[src/rtl/clkgen_cfg_pkg.sv]
package clkgen_cfg_pkg;

    localparam int WORD_W = 32;

    // field widths
    localparam int MULT_W = 16;
    localparam int PDIV_W = 8;
    localparam int IDIV_W = 4;
    localparam int FRAC_W = 24;
    localparam int POST_W = 8;

    // bit positions in the main control word
    localparam int CTL_N_LSB    = 16;
    localparam int CTL_P_LSB    = 8;
    localparam int CTL_LOCK_BIT = 7;
    localparam int CTL_EN_BIT   = 3;
    localparam int CTL_BYP_BIT  = 2;
    localparam int CTL_LOOP_BIT = 0;

    // bit positions in synthesizer words
    localparam int FRQ_LOAD_BIT = 31;
    localparam int FRQ_INT_LSB  = 24;
    localparam int DIV_LOAD_BIT = 8;

    typedef struct packed {
        logic [MULT_W-1:0] mult;
        logic [PDIV_W-1:0] prediv;
        logic              en;
        logic              byp;
        logic              loop;
    } main_ctl_t;

    typedef struct packed {
        logic [IDIV_W-1:0] idiv;
        logic [FRAC_W-1:0] frac;
    } freq_word_t;

    typedef enum logic [2:0] {
        SEL_NONE,
        SEL_CTL,
        SEL_PWD,
        SEL_FREQ,
        SEL_DIV
    } reg_sel_e;

    typedef struct packed {
        reg_sel_e   sel;
        logic [4:0] slot;
    } reg_hit_t;

    function automatic main_ctl_t ctl_from_word(input logic [WORD_W-1:0] w);
        main_ctl_t c;
        c.mult   = w[CTL_N_LSB +: MULT_W];
        c.prediv = w[CTL_P_LSB +: PDIV_W];
        c.en     = w[CTL_EN_BIT];
        c.byp    = w[CTL_BYP_BIT];
        c.loop   = w[CTL_LOOP_BIT];
        return c;
    endfunction

    function automatic logic [WORD_W-1:0] ctl_to_word(input main_ctl_t c, input logic locked);
        logic [WORD_W-1:0] w;
        w = '0;
        w[CTL_N_LSB +: MULT_W] = c.mult;
        w[CTL_P_LSB +: PDIV_W] = c.prediv;
        w[CTL_LOCK_BIT]        = locked;
        w[CTL_EN_BIT]          = c.en;
        w[CTL_BYP_BIT]         = c.byp;
        w[CTL_LOOP_BIT]        = c.loop;
        return w;
    endfunction

    function automatic freq_word_t freq_from_word(input logic [WORD_W-1:0] w);
        freq_word_t f;
        f.idiv = w[FRQ_INT_LSB +: IDIV_W];
        f.frac = w[FRAC_W-1:0];
        return f;
    endfunction

    function automatic logic [WORD_W-1:0] freq_to_word(input freq_word_t f);
        logic [WORD_W-1:0] w;
        w = '0;
        w[FRQ_INT_LSB +: IDIV_W] = f.idiv;
        w[FRAC_W-1:0]            = f.frac;
        return w;
    endfunction

    function automatic logic rate_passthru(input logic bypassed,
                                           input logic [MULT_W-1:0] mult,
                                           input logic [PDIV_W-1:0] prediv);
        return bypassed || (mult == '0) || (prediv == '0);
    endfunction

endpackage

[src/rtl/clkgen_main_ctl.sv]
module clkgen_main_ctl
    import clkgen_cfg_pkg::*;
#(
    parameter bit INVERT_BYPASS = 1'b0
) (
    input  logic              clk,
    input  logic              rst,
    input  logic              wr_en,
    input  logic [WORD_W-1:0] wdata,
    output main_ctl_t         ctl,
    output logic              restart,
    output logic              bypass_active,
    output logic              passthru
);

    // reset value of the bypass bit puts the loop in bypass for either polarity
    localparam logic BYP_RESET = INVERT_BYPASS ? 1'b0 : 1'b1;

    main_ctl_t nxt;
    logic      retune;
    logic      wdata_unused;

    assign nxt          = ctl_from_word(wdata);
    assign wdata_unused = ^{wdata[7:4], wdata[1]};

    always_ff @(posedge clk) begin
        if (rst) begin
            ctl.mult   <= '0;
            ctl.prediv <= '0;
            ctl.en     <= 1'b0;
            ctl.byp    <= BYP_RESET;
            ctl.loop   <= 1'b0;
        end else if (wr_en) begin
            ctl <= nxt;
        end
    end

    // settling restarts on enable, disable, or a change of N or P
    assign retune  = (nxt.mult != ctl.mult) || (nxt.prediv != ctl.prediv);
    assign restart = wr_en && (!nxt.en || !ctl.en || retune);

    generate
        if (INVERT_BYPASS) begin : g_byp_low
            assign bypass_active = ~ctl.byp;
        end else begin : g_byp_high
            assign bypass_active = ctl.byp;
        end
    endgenerate

    assign passthru = rate_passthru(bypass_active, ctl.mult, ctl.prediv);

endmodule

[src/rtl/clkgen_lock_timer.sv]
module clkgen_lock_timer #(
    parameter int LOCK_CYCLES = 1000
) (
    input  logic clk,
    input  logic rst,
    input  logic enable,
    input  logic restart,
    output logic locked
);

    localparam int CNT_W = $clog2(LOCK_CYCLES + 1);
    localparam logic [CNT_W-1:0] LAST = CNT_W'(LOCK_CYCLES - 1);

    logic [CNT_W-1:0] cnt;

    always_ff @(posedge clk) begin
        if (rst || restart || !enable) begin
            cnt    <= '0;
            locked <= 1'b0;
        end else if (!locked) begin
            if (cnt == LAST) begin
                locked <= 1'b1;
            end else begin
                cnt <= cnt + 1'b1;
            end
        end
    end

endmodule

[src/rtl/clkgen_synth_slot.sv]
module clkgen_synth_slot
    import clkgen_cfg_pkg::*;
(
    input  logic              clk,
    input  logic              rst,
    input  logic              freq_wr,
    input  logic              div_wr,
    input  logic              pd_wr,
    input  logic              pd_val,
    input  logic [WORD_W-1:0] wdata,
    output freq_word_t        freq,
    output logic [POST_W-1:0] post_div,
    output logic              pwrdn,
    output logic              freq_load,
    output logic              div_load,
    output logic              frac_present
);

    logic wdata_unused;
    assign wdata_unused = ^wdata[30:28];

    always_ff @(posedge clk) begin
        if (rst) begin
            freq      <= '0;
            post_div  <= '0;
            pwrdn     <= 1'b1;
            freq_load <= 1'b0;
            div_load  <= 1'b0;
        end else begin
            freq_load <= freq_wr && wdata[FRQ_LOAD_BIT];
            div_load  <= div_wr && wdata[DIV_LOAD_BIT];
            if (freq_wr) begin
                freq <= freq_from_word(wdata);
            end
            if (div_wr) begin
                post_div <= wdata[POST_W-1:0];
            end
            if (pd_wr) begin
                pwrdn <= pd_val;
            end
        end
    end

    assign frac_present = (freq != '0);

endmodule

[src/rtl/clkgen_cfg_regs.sv]
module clkgen_cfg_regs
    import clkgen_cfg_pkg::*;
#(
    parameter int NUM_OUT       = 7,
    parameter int ADDR_W        = 8,
    parameter int LOCK_CYCLES   = 1000,
    parameter bit INVERT_BYPASS = 1'b0
) (
    input  logic                       clk,
    input  logic                       rst,
    input  logic [ADDR_W-1:0]          bus_addr,
    input  logic                       bus_wr,
    input  logic [31:0]                bus_wdata,
    output logic [31:0]                bus_rdata,
    output logic                       pll_en,
    output logic                       loop_ctl,
    output logic                       bypass_active,
    output logic                       ref_passthru,
    output logic [15:0]                mult_n,
    output logic [7:0]                 prediv_p,
    output logic                       pll_locked,
    output logic [NUM_OUT-2:0]         syn_pwrdn,
    output logic [4*(NUM_OUT-1)-1:0]   syn_int_div,
    output logic [24*(NUM_OUT-1)-1:0]  syn_frac,
    output logic [8*(NUM_OUT-1)-1:0]   syn_post_div,
    output logic [NUM_OUT-2:0]         syn_frac_present,
    output logic [NUM_OUT-2:0]         syn_freq_load,
    output logic [NUM_OUT-2:0]         syn_div_load
);

    localparam int NSYN   = NUM_OUT - 1;
    localparam int WIDX_W = ADDR_W - 2;

    logic [WIDX_W-1:0] widx;
    logic              addr_lsb_unused;
    reg_hit_t          hit;

    main_ctl_t         ctl;
    logic              restart;

    freq_word_t        slot_freq [NSYN];
    logic [POST_W-1:0] slot_post [NSYN];
    logic [NSYN-1:0]   slot_pd;

    assign widx            = bus_addr[ADDR_W-1:2];
    assign addr_lsb_unused = ^bus_addr[1:0];

    // address decode: word 0 control, word 1 power-down, 2i / 2i+1 per output
    always_comb begin
        hit.sel  = SEL_NONE;
        hit.slot = '0;
        if (widx == '0) begin
            hit.sel = SEL_CTL;
        end else if (widx == WIDX_W'(1)) begin
            hit.sel = SEL_PWD;
        end
        for (int k = 0; k < NSYN; k++) begin
            if (widx == WIDX_W'(2 * (k + 1))) begin
                hit.sel  = SEL_FREQ;
                hit.slot = 5'(k);
            end
            if (widx == WIDX_W'(2 * (k + 1) + 1)) begin
                hit.sel  = SEL_DIV;
                hit.slot = 5'(k);
            end
        end
    end

    clkgen_main_ctl #(
        .INVERT_BYPASS (INVERT_BYPASS)
    ) u_main (
        .clk           (clk),
        .rst           (rst),
        .wr_en         (bus_wr && (hit.sel == SEL_CTL)),
        .wdata         (bus_wdata),
        .ctl           (ctl),
        .restart       (restart),
        .bypass_active (bypass_active),
        .passthru      (ref_passthru)
    );

    clkgen_lock_timer #(
        .LOCK_CYCLES (LOCK_CYCLES)
    ) u_lock (
        .clk     (clk),
        .rst     (rst),
        .enable  (ctl.en),
        .restart (restart),
        .locked  (pll_locked)
    );

    generate
        for (genvar g = 0; g < NSYN; g++) begin : g_slot
            clkgen_synth_slot u_slot (
                .clk          (clk),
                .rst          (rst),
                .freq_wr      (bus_wr && (hit.sel == SEL_FREQ) && (hit.slot == 5'(g))),
                .div_wr       (bus_wr && (hit.sel == SEL_DIV) && (hit.slot == 5'(g))),
                .pd_wr        (bus_wr && (hit.sel == SEL_PWD)),
                .pd_val       (bus_wdata[g + 1]),
                .wdata        (bus_wdata),
                .freq         (slot_freq[g]),
                .post_div     (slot_post[g]),
                .pwrdn        (slot_pd[g]),
                .freq_load    (syn_freq_load[g]),
                .div_load     (syn_div_load[g]),
                .frac_present (syn_frac_present[g])
            );
            assign syn_int_div[IDIV_W*g +: IDIV_W]  = slot_freq[g].idiv;
            assign syn_frac[FRAC_W*g +: FRAC_W]     = slot_freq[g].frac;
            assign syn_post_div[POST_W*g +: POST_W] = slot_post[g];
        end
    endgenerate

    assign syn_pwrdn = slot_pd;
    assign pll_en    = ctl.en;
    assign loop_ctl  = ctl.loop;
    assign mult_n    = ctl.mult;
    assign prediv_p  = ctl.prediv;

    // read mux
    always_comb begin
        bus_rdata = '0;
        unique case (hit.sel)
            SEL_CTL:  bus_rdata = ctl_to_word(ctl, pll_locked);
            SEL_PWD:  bus_rdata[NSYN:1] = slot_pd;
            SEL_FREQ: begin
                for (int k = 0; k < NSYN; k++) begin
                    if (hit.slot == 5'(k)) bus_rdata = freq_to_word(slot_freq[k]);
                end
            end
            SEL_DIV: begin
                for (int k = 0; k < NSYN; k++) begin
                    if (hit.slot == 5'(k)) bus_rdata[POST_W-1:0] = slot_post[k];
                end
            end
            default:  bus_rdata = '0;
        endcase
    end

endmodule

[config.mk]
export PLATFORM = sky130hd
export DESIGN_NAME = clkgen_cfg_regs
export DESIGN_NICKNAME = d
export VERILOG_FILES = /design/src/rtl/clkgen_cfg_pkg.sv /design/src/rtl/clkgen_main_ctl.sv /design/src/rtl/clkgen_lock_timer.sv /design/src/rtl/clkgen_synth_slot.sv /design/src/rtl/clkgen_cfg_regs.sv
export SDC_FILE = /design/constraint.sdc
export NUM_CORES = 1
export LEC_CHECK = 0
export ABC_AREA = 1
export ABC_CLOCK_PERIOD_IN_PS = 2300
export CORE_MARGIN = 10
export CORE_UTILIZATION = 45
export CTS_BUF_LIST = sky130_fd_sc_hd__clkbuf_4 sky130_fd_sc_hd__clkbuf_8 sky130_fd_sc_hd__clkbuf_16
export CTS_CLUSTER_SIZE = 40
export DETAILED_ROUTE_END_ITERATION = 10
export PLACE_DENSITY = 0.77
export SYNTH_ARGS = -nofsm -noshare
export SYNTH_HDL_FRONTEND = slang
export SYNTH_HIERARCHICAL = 1
export SYNTH_SLANG_ARGS = --single-unit
[constraint.sdc]
create_clock -name clk -period 2.3 [get_ports clk]
set_input_delay 0.23 -clock clk [delete_from_list [all_inputs] [get_ports clk]]
set_output_delay 0.23 -clock clk [all_outputs]
set_load 0.02 [all_outputs]
* Yosys cells after proc, flatten, opt, wreduce, memory -nomap -nowiden
Cells that the tools add are included.
** Storage, ports and cells
- Word-level logic and storage cells :: 152
- Output and inout bits :: 301
- Register bits :: 272
** Cells by class
- Multiplexer cells :: 32
- Bitwise operators :: 2
- Eq/ne operators :: 25
- Add/sub/neg operators :: 1
- Reductions and logical operators :: 49
** Operators by type and width (count)
- 28-bit nonzero test :: 6
- 32-bit two-way mux :: 5
- 8-bit two-way mux :: 18
- 24-bit one-hot mux with 2 select lines :: 1
- 6-bit by 4-bit == test with 1-bit output, second input constant :: 6
- 1-bit logical AND :: 29
- 28-bit two-way mux :: 1
- 6-bit by 3-bit == test with 1-bit output, second input constant :: 4
- 6-bit one-hot mux with 4 select lines :: 1
- 16-bit logical NOT :: 1
- 16-bit inequality test :: 1
- 6-bit by 2-bit == test with 1-bit output, second input constant :: 2
- 10-bit by 1-bit adder with 10-bit output, second input constant :: 1
- 10-bit == test, second input constant :: 1
- 5-bit by 2-bit == test with 1-bit output, second input constant :: 2
- 5-bit by 3-bit == test with 1-bit output, second input constant :: 2
- 8-bit logical NOT :: 1
- 8-bit inequality test :: 1
- 1-bit logical OR :: 7
- 3-bit by 2-bit == test with 1-bit output, second input constant :: 2
- 6-bit by 1-bit == test with 1-bit output, second input constant :: 1
- 6-bit logical NOT :: 1
- 1-bit one-hot mux with 3 select lines :: 2
- 5-bit by 1-bit == test with 1-bit output, second input constant :: 1
- 8 further kinds :: 12

* Logic depth before layout (Yosys ltp)
- Depth in word-level cells :: 23
- Mapped depth :: 17
- Mapped depth without buffers :: 15

* Modules after synthesis
Netlist, hierarchy kept.
** By module, submodules not included
- clkgen_synth_slot :: cells an instance 192, instances 6, area an instance 1557.7 um2
- clkgen_cfg_regs :: cells an instance 586, instances 1, area an instance 2567.5 um2
- clkgen_main_ctl :: cells an instance 238, instances 1, area an instance 1448.9 um2
- clkgen_lock_timer :: cells an instance 95, instances 1, area an instance 629.4 um2

* Least setup slack after synthesis
No wires, ideal clock.
- Kind :: input-to-reg
- Start point :: input port bus_addr[3]
- End point :: register u_lock.cnt[1]
- Buffers on the path :: 3
- Data arrival time :: 2.047 ns
- Stages on the path :: 15
- Required time :: 2.184 ns
- Path slack :: 0.138 ns
- Cells stage by stage :: buf_4 inv_1 nand2_1 nor3_1 inv_1 nor2_1 buf_2 inv_1 buf_2 nor2_1 nor2_1 nand2_1 inv_1 o21ai_0 nor2_1
** Between the ends
- Word-level cells in the longest chain between the ends :: 20
- Elaborated cells on any way between the ends :: 33
** RTL lines
- start: declaration :: line clkgen_cfg_regs.sv:11 : input logic [ADDR_W-1:0] bus_addr,
- 6-bit by 1-bit == test with 1-bit output :: line clkgen_cfg_regs.sv:54 : end else if (widx == WIDX_W'(1)) begin
- 2-bit two-way mux :: line clkgen_cfg_regs.sv:54
- 2-bit two-way mux :: line clkgen_cfg_regs.sv:52 : if (widx == '0) begin
- 8-bit two-way mux :: line clkgen_cfg_regs.sv:58 : if (widx == WIDX_W'(2 * (k + 1))) begin
- 8-bit two-way mux :: line clkgen_cfg_regs.sv:62 : if (widx == WIDX_W'(2 * (k + 1) + 1)) begin
- 8-bit two-way mux :: line clkgen_cfg_regs.sv:58
- 8-bit two-way mux :: line clkgen_cfg_regs.sv:62
- 8-bit two-way mux :: line clkgen_cfg_regs.sv:58
- (+4 left out)
- 8-bit two-way mux :: line clkgen_cfg_regs.sv:62
- 8-bit two-way mux :: line clkgen_cfg_regs.sv:58
- 8-bit two-way mux * :: line clkgen_cfg_regs.sv:62
- 3-bit by 1-bit == test with 1-bit output * :: line clkgen_cfg_regs.sv:74 : .wr_en (bus_wr && (hit.sel == SEL_CTL)),
- 1-bit logical AND * :: line clkgen_cfg_regs.sv:74
- 1-bit logical AND * :: line clkgen_main_ctl.sv:40 : assign restart = wr_en && (!nxt.en || !ctl.en || retune);
- named net restart :: line clkgen_cfg_regs.sv:39 : logic restart;
- 1-bit logical OR * (2 in a row) :: line clkgen_lock_timer.sv:17 : if (rst || restart || !enable) begin
- end signal: assignment :: line clkgen_lock_timer.sv:24 : cnt <= cnt + 1'b1;
- end: declaration :: line clkgen_lock_timer.sv:14 : logic [CNT_W-1:0] cnt;
Mark *: on every way through the listed nets, which the timed path passes. The rest lies on a longest branch.
A chain may end at the register's enable or synchronous reset.

* Worst setup path after layout
- Start point :: input port bus_addr[7]
- End point :: output port bus_rdata[8]
** Between the ends
- Word-level cells in the longest chain between the ends :: 20
- Elaborated cells on any way between the ends :: 43
** RTL lines
- 6-bit by 2-bit == test with 1-bit output :: line clkgen_cfg_regs.sv:62
- 8-bit two-way mux :: line clkgen_cfg_regs.sv:62
- 8-bit two-way mux :: line clkgen_cfg_regs.sv:58
- 8-bit two-way mux :: line clkgen_cfg_regs.sv:62
- 8-bit two-way mux :: line clkgen_cfg_regs.sv:58
- 8-bit two-way mux :: line clkgen_cfg_regs.sv:62
- 8-bit two-way mux :: line clkgen_cfg_regs.sv:58
- 8-bit two-way mux :: line clkgen_cfg_regs.sv:62
- 8-bit two-way mux :: line clkgen_cfg_regs.sv:58
- 8-bit two-way mux :: line clkgen_cfg_regs.sv:62
- 8-bit two-way mux :: line clkgen_cfg_regs.sv:58
- 8-bit two-way mux * :: line clkgen_cfg_regs.sv:62
- 5-bit logical NOT :: line clkgen_cfg_regs.sv:129 : if (hit.slot == 5'(k)) bus_rdata = freq_to_word(slot_freq[k]);
- 28-bit two-way mux :: line clkgen_cfg_regs.sv:129
- 32-bit two-way mux (5 in a row) :: line clkgen_cfg_regs.sv:129
- 24-bit one-hot mux with 2 select lines * :: line clkgen_cfg_regs.sv:124 : unique case (hit.sel)
- end: declaration :: line clkgen_cfg_regs.sv:14 : output logic [31:0] bus_rdata,
Every way passes the cells marked *; elsewhere a longest branch is shown, timed or not.

==> implementation parameters <==
Parameter                              Value

Run status
  Outcome    finished clean

Floorplan
  Boundary pin count    approximately 340
  Area inside the core boundary    30700 sq um
  Die X    between 150 and 200 um
  Number of rows created at floorplan    between 60 and 70
  Area of the die    about 39000 sq um
  Initial Util    a little under half
  Height of the die    about 200 um

Clock network
  CTS Root Buffer Type    sky130_fd_sc_hd__clkbuf_16
  Bufs on Longest Clock Path    3
  Number of buffers created by CTS    29
  Hold-fix buffer count after cts    0
  Clock insertion delay at the later pin of the skew report    0.56 ns
  Clock transition at the register clock pins on the worst setup and hold paths after CTS    around 0.060 ns
  CTS tree    yes
  Number of H-tree levels    1
  Clock sink count    272

Setup path
  Crit path capture type    primary output
  Crit Path Max Fanout    5
  Crit path arrival time    about 2.0 ns
  Slowest-stage cell, CP    sky130_fd_sc_hd__clkbuf_16
  Delay of the slowest cell on the worst path    roughly 0.16 ns
  Cell-by-cell listing of the critical path    buf_2 -> nor2_4 -> buf_12 -> buf_12 -> nand3_4 -> nand2_4 -> nor2_4 -> buf_12 -> clkbuf_16 -> nand2_1 -> nand3_2 -> o21ai_2 -> nand3b_1 -> nand2_1 -> nand2_1 -> buf_6
  Crit Path Class    in2out
  Req. time, crit path    2.07 ns
  Type of origin of the critical path    input pin

Power
  Overall Power    10.6 mW
  Leak Pwr    9.19 nW
  Worst supply voltage drop on vdd    0.643 mV
  Power per cell area    535 nW/um^2

Yosys
  Cell count after synthesis    between 2000 and 2500
  Dominant cell type by area after synthesis    sky130_fd_sc_hd__dfxtp_1
  Biggest area contributors in the synthesized netlist    sky130_fd_sc_hd__dfxtp_1 (39%), sky130_fd_sc_hd__nand2_1 (13%), sky130_fd_sc_hd__nor2_1 (11%)
  Warning count from the yosys run    6
  Fraction of post-synthesis cell area in the top cell type by area    38.9%
  Per-instance average area after synthesis    6.76 sq um
  Number of library cell types mapped by synthesis    39
  Post-Syn Nets    2116
  Synthesized cell area    14000 sq um
  Sequential-to-total area share from yosys stat    between 30% and 40%
  Number of synthesized register bits    around 270

GRT
  Largest net degree at the start of global routing    47
  Global-route wire length before repair    between 80000 and 90000 um
  Grt total ovfl    0
  Overall Global Routing Usage    29.5%
  Number of global-route vias before repair    approximately 15000
  Antenna violations before repair    2

Cells and area
  Non-filler instance count after layout    around 3000
  Final instance area    between 15000 and 20000 sq um
  Fillcell total    2676
  Count of nets after finishing    around 2500
  Final core area utilization    between 60% and 70%
  Fraction of layout instances using a drive strength above 1    17.0%
  Layout overhead on the synthesized area    41.7%

STA
  Final count of pins violating max slew    0
  Slew at the pin closest to its max-slew limit    roughly 0.95 ns
  Hold WS    between 0.2 and 0.3 ns
  Final clock period utilization by the worst path    97.2%
  Highest achievable clock rate    ~450 MHz
  Final Hold Fails    0
  Worst-case headroom to the max-slew limit    about 36%
  Clock Skew    0.00980 ns
  Sum of negative setup slack    0 ns
  Endpoints failing setup    0
  Time the worst path needs with I/O delays and setup    between 2 and 2.5 ns
  Final Worst Setup Slack    ~0.064 ns

Routing
  Final ANT Viol Nets    0
  Aggregate routed wire length    approximately 60000 um
  Vias post-DR    ~16000
  Detailed-routing iteration count for the pre-antenna-repair pass    8
  Average via count per standard cell    between 5 and 6
  Average wire length per cell after detail routing    between 20 and 25 um
  Number of violations reported at the end of detailed-routing iteration 0    approximately 1500
  Drt drc    0

Placement
  Number of cells in the design after placement    around 2800
  Input/output buffers    341
  Cell Area, Placed    between 15000 and 20000 sq um
  HPWL Detailed    45600 um
  Pre-CTS setup slack    -0.689 ns
  Final Wtd Congestion    0.969

Flow run
  Count of max-cap constraint violations    0

Hold path
  Min-delay worst type    in2reg
==> final timing paths <==
| kind | start | to | slack, ns | cells after the start |
|---|---|---|---|---|
| hold / removal | bus_wdata[30] | u_main/ctl[25]$_SDFFE_PP0P_ | 0.28 | 3 |
| hold reg to reg | g_slot[2].u_slot/pwrdn$_SDFFE_PP1P_ | g_slot[2].u_slot/pwrdn$_SDFFE_PP1P_ | 0.49 | 2 |
| setup / recovery | bus_addr[7] | bus_rdata[8] | 0.06 | 16 |
| setup reg to reg | u_main/ctl[14]$_SDFFE_PP0P_ | u_lock/cnt[1]$_SDFFE_PP0P_ | 0.30 | 14 |
==> synthesized netlist by cell type <==
cell / number
sky130_fd_sc_hd__a21oi_1: 161
sky130_fd_sc_hd__nor2_4: 3
sky130_fd_sc_hd__clkbuf_2: 3
sky130_fd_sc_hd__nor2_2: 9
sky130_fd_sc_hd__o21ai_2: 84
sky130_fd_sc_hd__o21bai_1: 1
sky130_fd_sc_hd__or2_0: 2
sky130_fd_sc_hd__buf_12: 6
sky130_fd_sc_hd__nor2_1: 408
sky130_fd_sc_hd__inv_1: 216
sky130_fd_sc_hd__nor2_8: 1
sky130_fd_sc_hd__clkbuf_1: 18
sky130_fd_sc_hd__ha_1: 2
sky130_fd_sc_hd__xor2_1: 4
sky130_fd_sc_hd__o21ai_0: 169
sky130_fd_sc_hd__nand3b_1: 22
sky130_fd_sc_hd__or2_2: 2
sky130_fd_sc_hd__nand2_1: 478
sky130_fd_sc_hd__nand2_4: 3
sky130_fd_sc_hd__nand4_1: 4
sky130_fd_sc_hd__o21ai_1: 21
sky130_fd_sc_hd__nor3_1: 8
sky130_fd_sc_hd__nand3_1: 58
sky130_fd_sc_hd__a22oi_1: 2
sky130_fd_sc_hd__inv_2: 16
sky130_fd_sc_hd__nand2_2: 5
sky130_fd_sc_hd__a311oi_2: 1
sky130_fd_sc_hd__buf_8: 6
sky130_fd_sc_hd__buf_2: 9
sky130_fd_sc_hd__nor3_4: 1
sky130_fd_sc_hd__nor4_1: 6
sky130_fd_sc_hd__inv_4: 12
sky130_fd_sc_hd__and2_0: 6
sky130_fd_sc_hd__nand3_2: 3
sky130_fd_sc_hd__xnor2_1: 2
sky130_fd_sc_hd__dfxtp_1: 272
sky130_fd_sc_hd__buf_6: 36
sky130_fd_sc_hd__a21boi_1: 1
sky130_fd_sc_hd__buf_4: 10
==> registers in the layout, summed over array words and instances, names as in the netlist <==
signal	flops
g_slot.u_slot/div_load	6
g_slot.u_slot/freq	168
g_slot.u_slot/freq_load	6
g_slot.u_slot/post_div	48
g_slot.u_slot/pwrdn	6
u_lock/cnt	10
u_lock/locked	1
u_main/bypass_active	1
u_main/ctl	26
==> placed cells by master, fill, tap and decap left out, types with 10 or more instances in the layout <==
master,netlist,layout
sky130_fd_sc_hd__nand2_1,478,459
sky130_fd_sc_hd__nor2_1,408,400
sky130_fd_sc_hd__clkdlybuf4s50_1,0,296
sky130_fd_sc_hd__dfxtp_1,272,271
sky130_fd_sc_hd__inv_1,216,215
sky130_fd_sc_hd__o21ai_0,169,169
sky130_fd_sc_hd__a21oi_1,161,158
sky130_fd_sc_hd__buf_4,10,116
sky130_fd_sc_hd__o21ai_2,84,91
sky130_fd_sc_hd__nand3_1,58,41
sky130_fd_sc_hd__clkbuf_16,0,32
sky130_fd_sc_hd__nand2_2,5,22
sky130_fd_sc_hd__nand3b_1,22,22
sky130_fd_sc_hd__buf_12,6,19
sky130_fd_sc_hd__nand3_2,3,18
sky130_fd_sc_hd__buf_6,36,18
sky130_fd_sc_hd__inv_2,16,15
sky130_fd_sc_hd__o21ai_1,21,14
sky130_fd_sc_hd__nor2_2,9,13
sky130_fd_sc_hd__buf_2,9,13
sky130_fd_sc_hd__inv_4,12,12
sky130_fd_sc_hd__clkbuf_4,0,10
==> layer usage <==
layer	up-vias	track usage [%]	routed length [um]
met5	-	0	7
met4	2	17.0	4100
met3	235	6.94	6190
met2	891	49.8	28500
met1	7113	33.7	22000
li1	7419	-	-
==> cell families after synthesis <==
kind of cell	count (synthesis)	share of synthesized area, %
AO/OA/AOI/OAI	440	18.1
XOR/XNOR	6	0.376
flip-flops	272	38.9
AND/OR/NAND/NOR	1019	29.8
buffers and inverters	332	12.6
adder cells (fa/ha/maj)	2	0.179
==> critical path, delay by kind of cell <==
kind	cells	cell delay, ns
buf+inv	6	0.77
compound gates	1	0.09
simple gates	9	0.90
==> repair_timing <==
item | 4_1_cts | 5_1_grt
setup buffers | 10 | 0
gates resized for setup | 192 | 63
pin swaps | 26 | 28
cloned | 7 | 3
endpoints found under the setup margin | 36 | 49
hold endpoints to repair | 0 | 0
==> area by class of cell <==
| class | count | area (sq um) | share of cell area [%] |
|---|---|---|---|
| timing repair buffer | 487 | 4890 | 24.6 |
| sequential | 272 | 5450 | 27.5 |
| antenna | 1 | 2.50 | 0.0126 |
| clock inverter | 6 | 109 | 0.549 |
| clock buffer | 45 | 883 | 4.46 |
| tap | 396 | 495 | 2.50 |
| inverter | 244 | 956 | 4.82 |
| multi-input combinational | 1467 | 7050 | 35.5 |
==> where the power goes <==
part	switching, mW	internal [mW]	total (mW)
logic	0.551	0.358	0.909
registers	0.0193	4.72	4.74
clock network	1.99	2.96	4.95
Power figures use the tool's default switching activity.
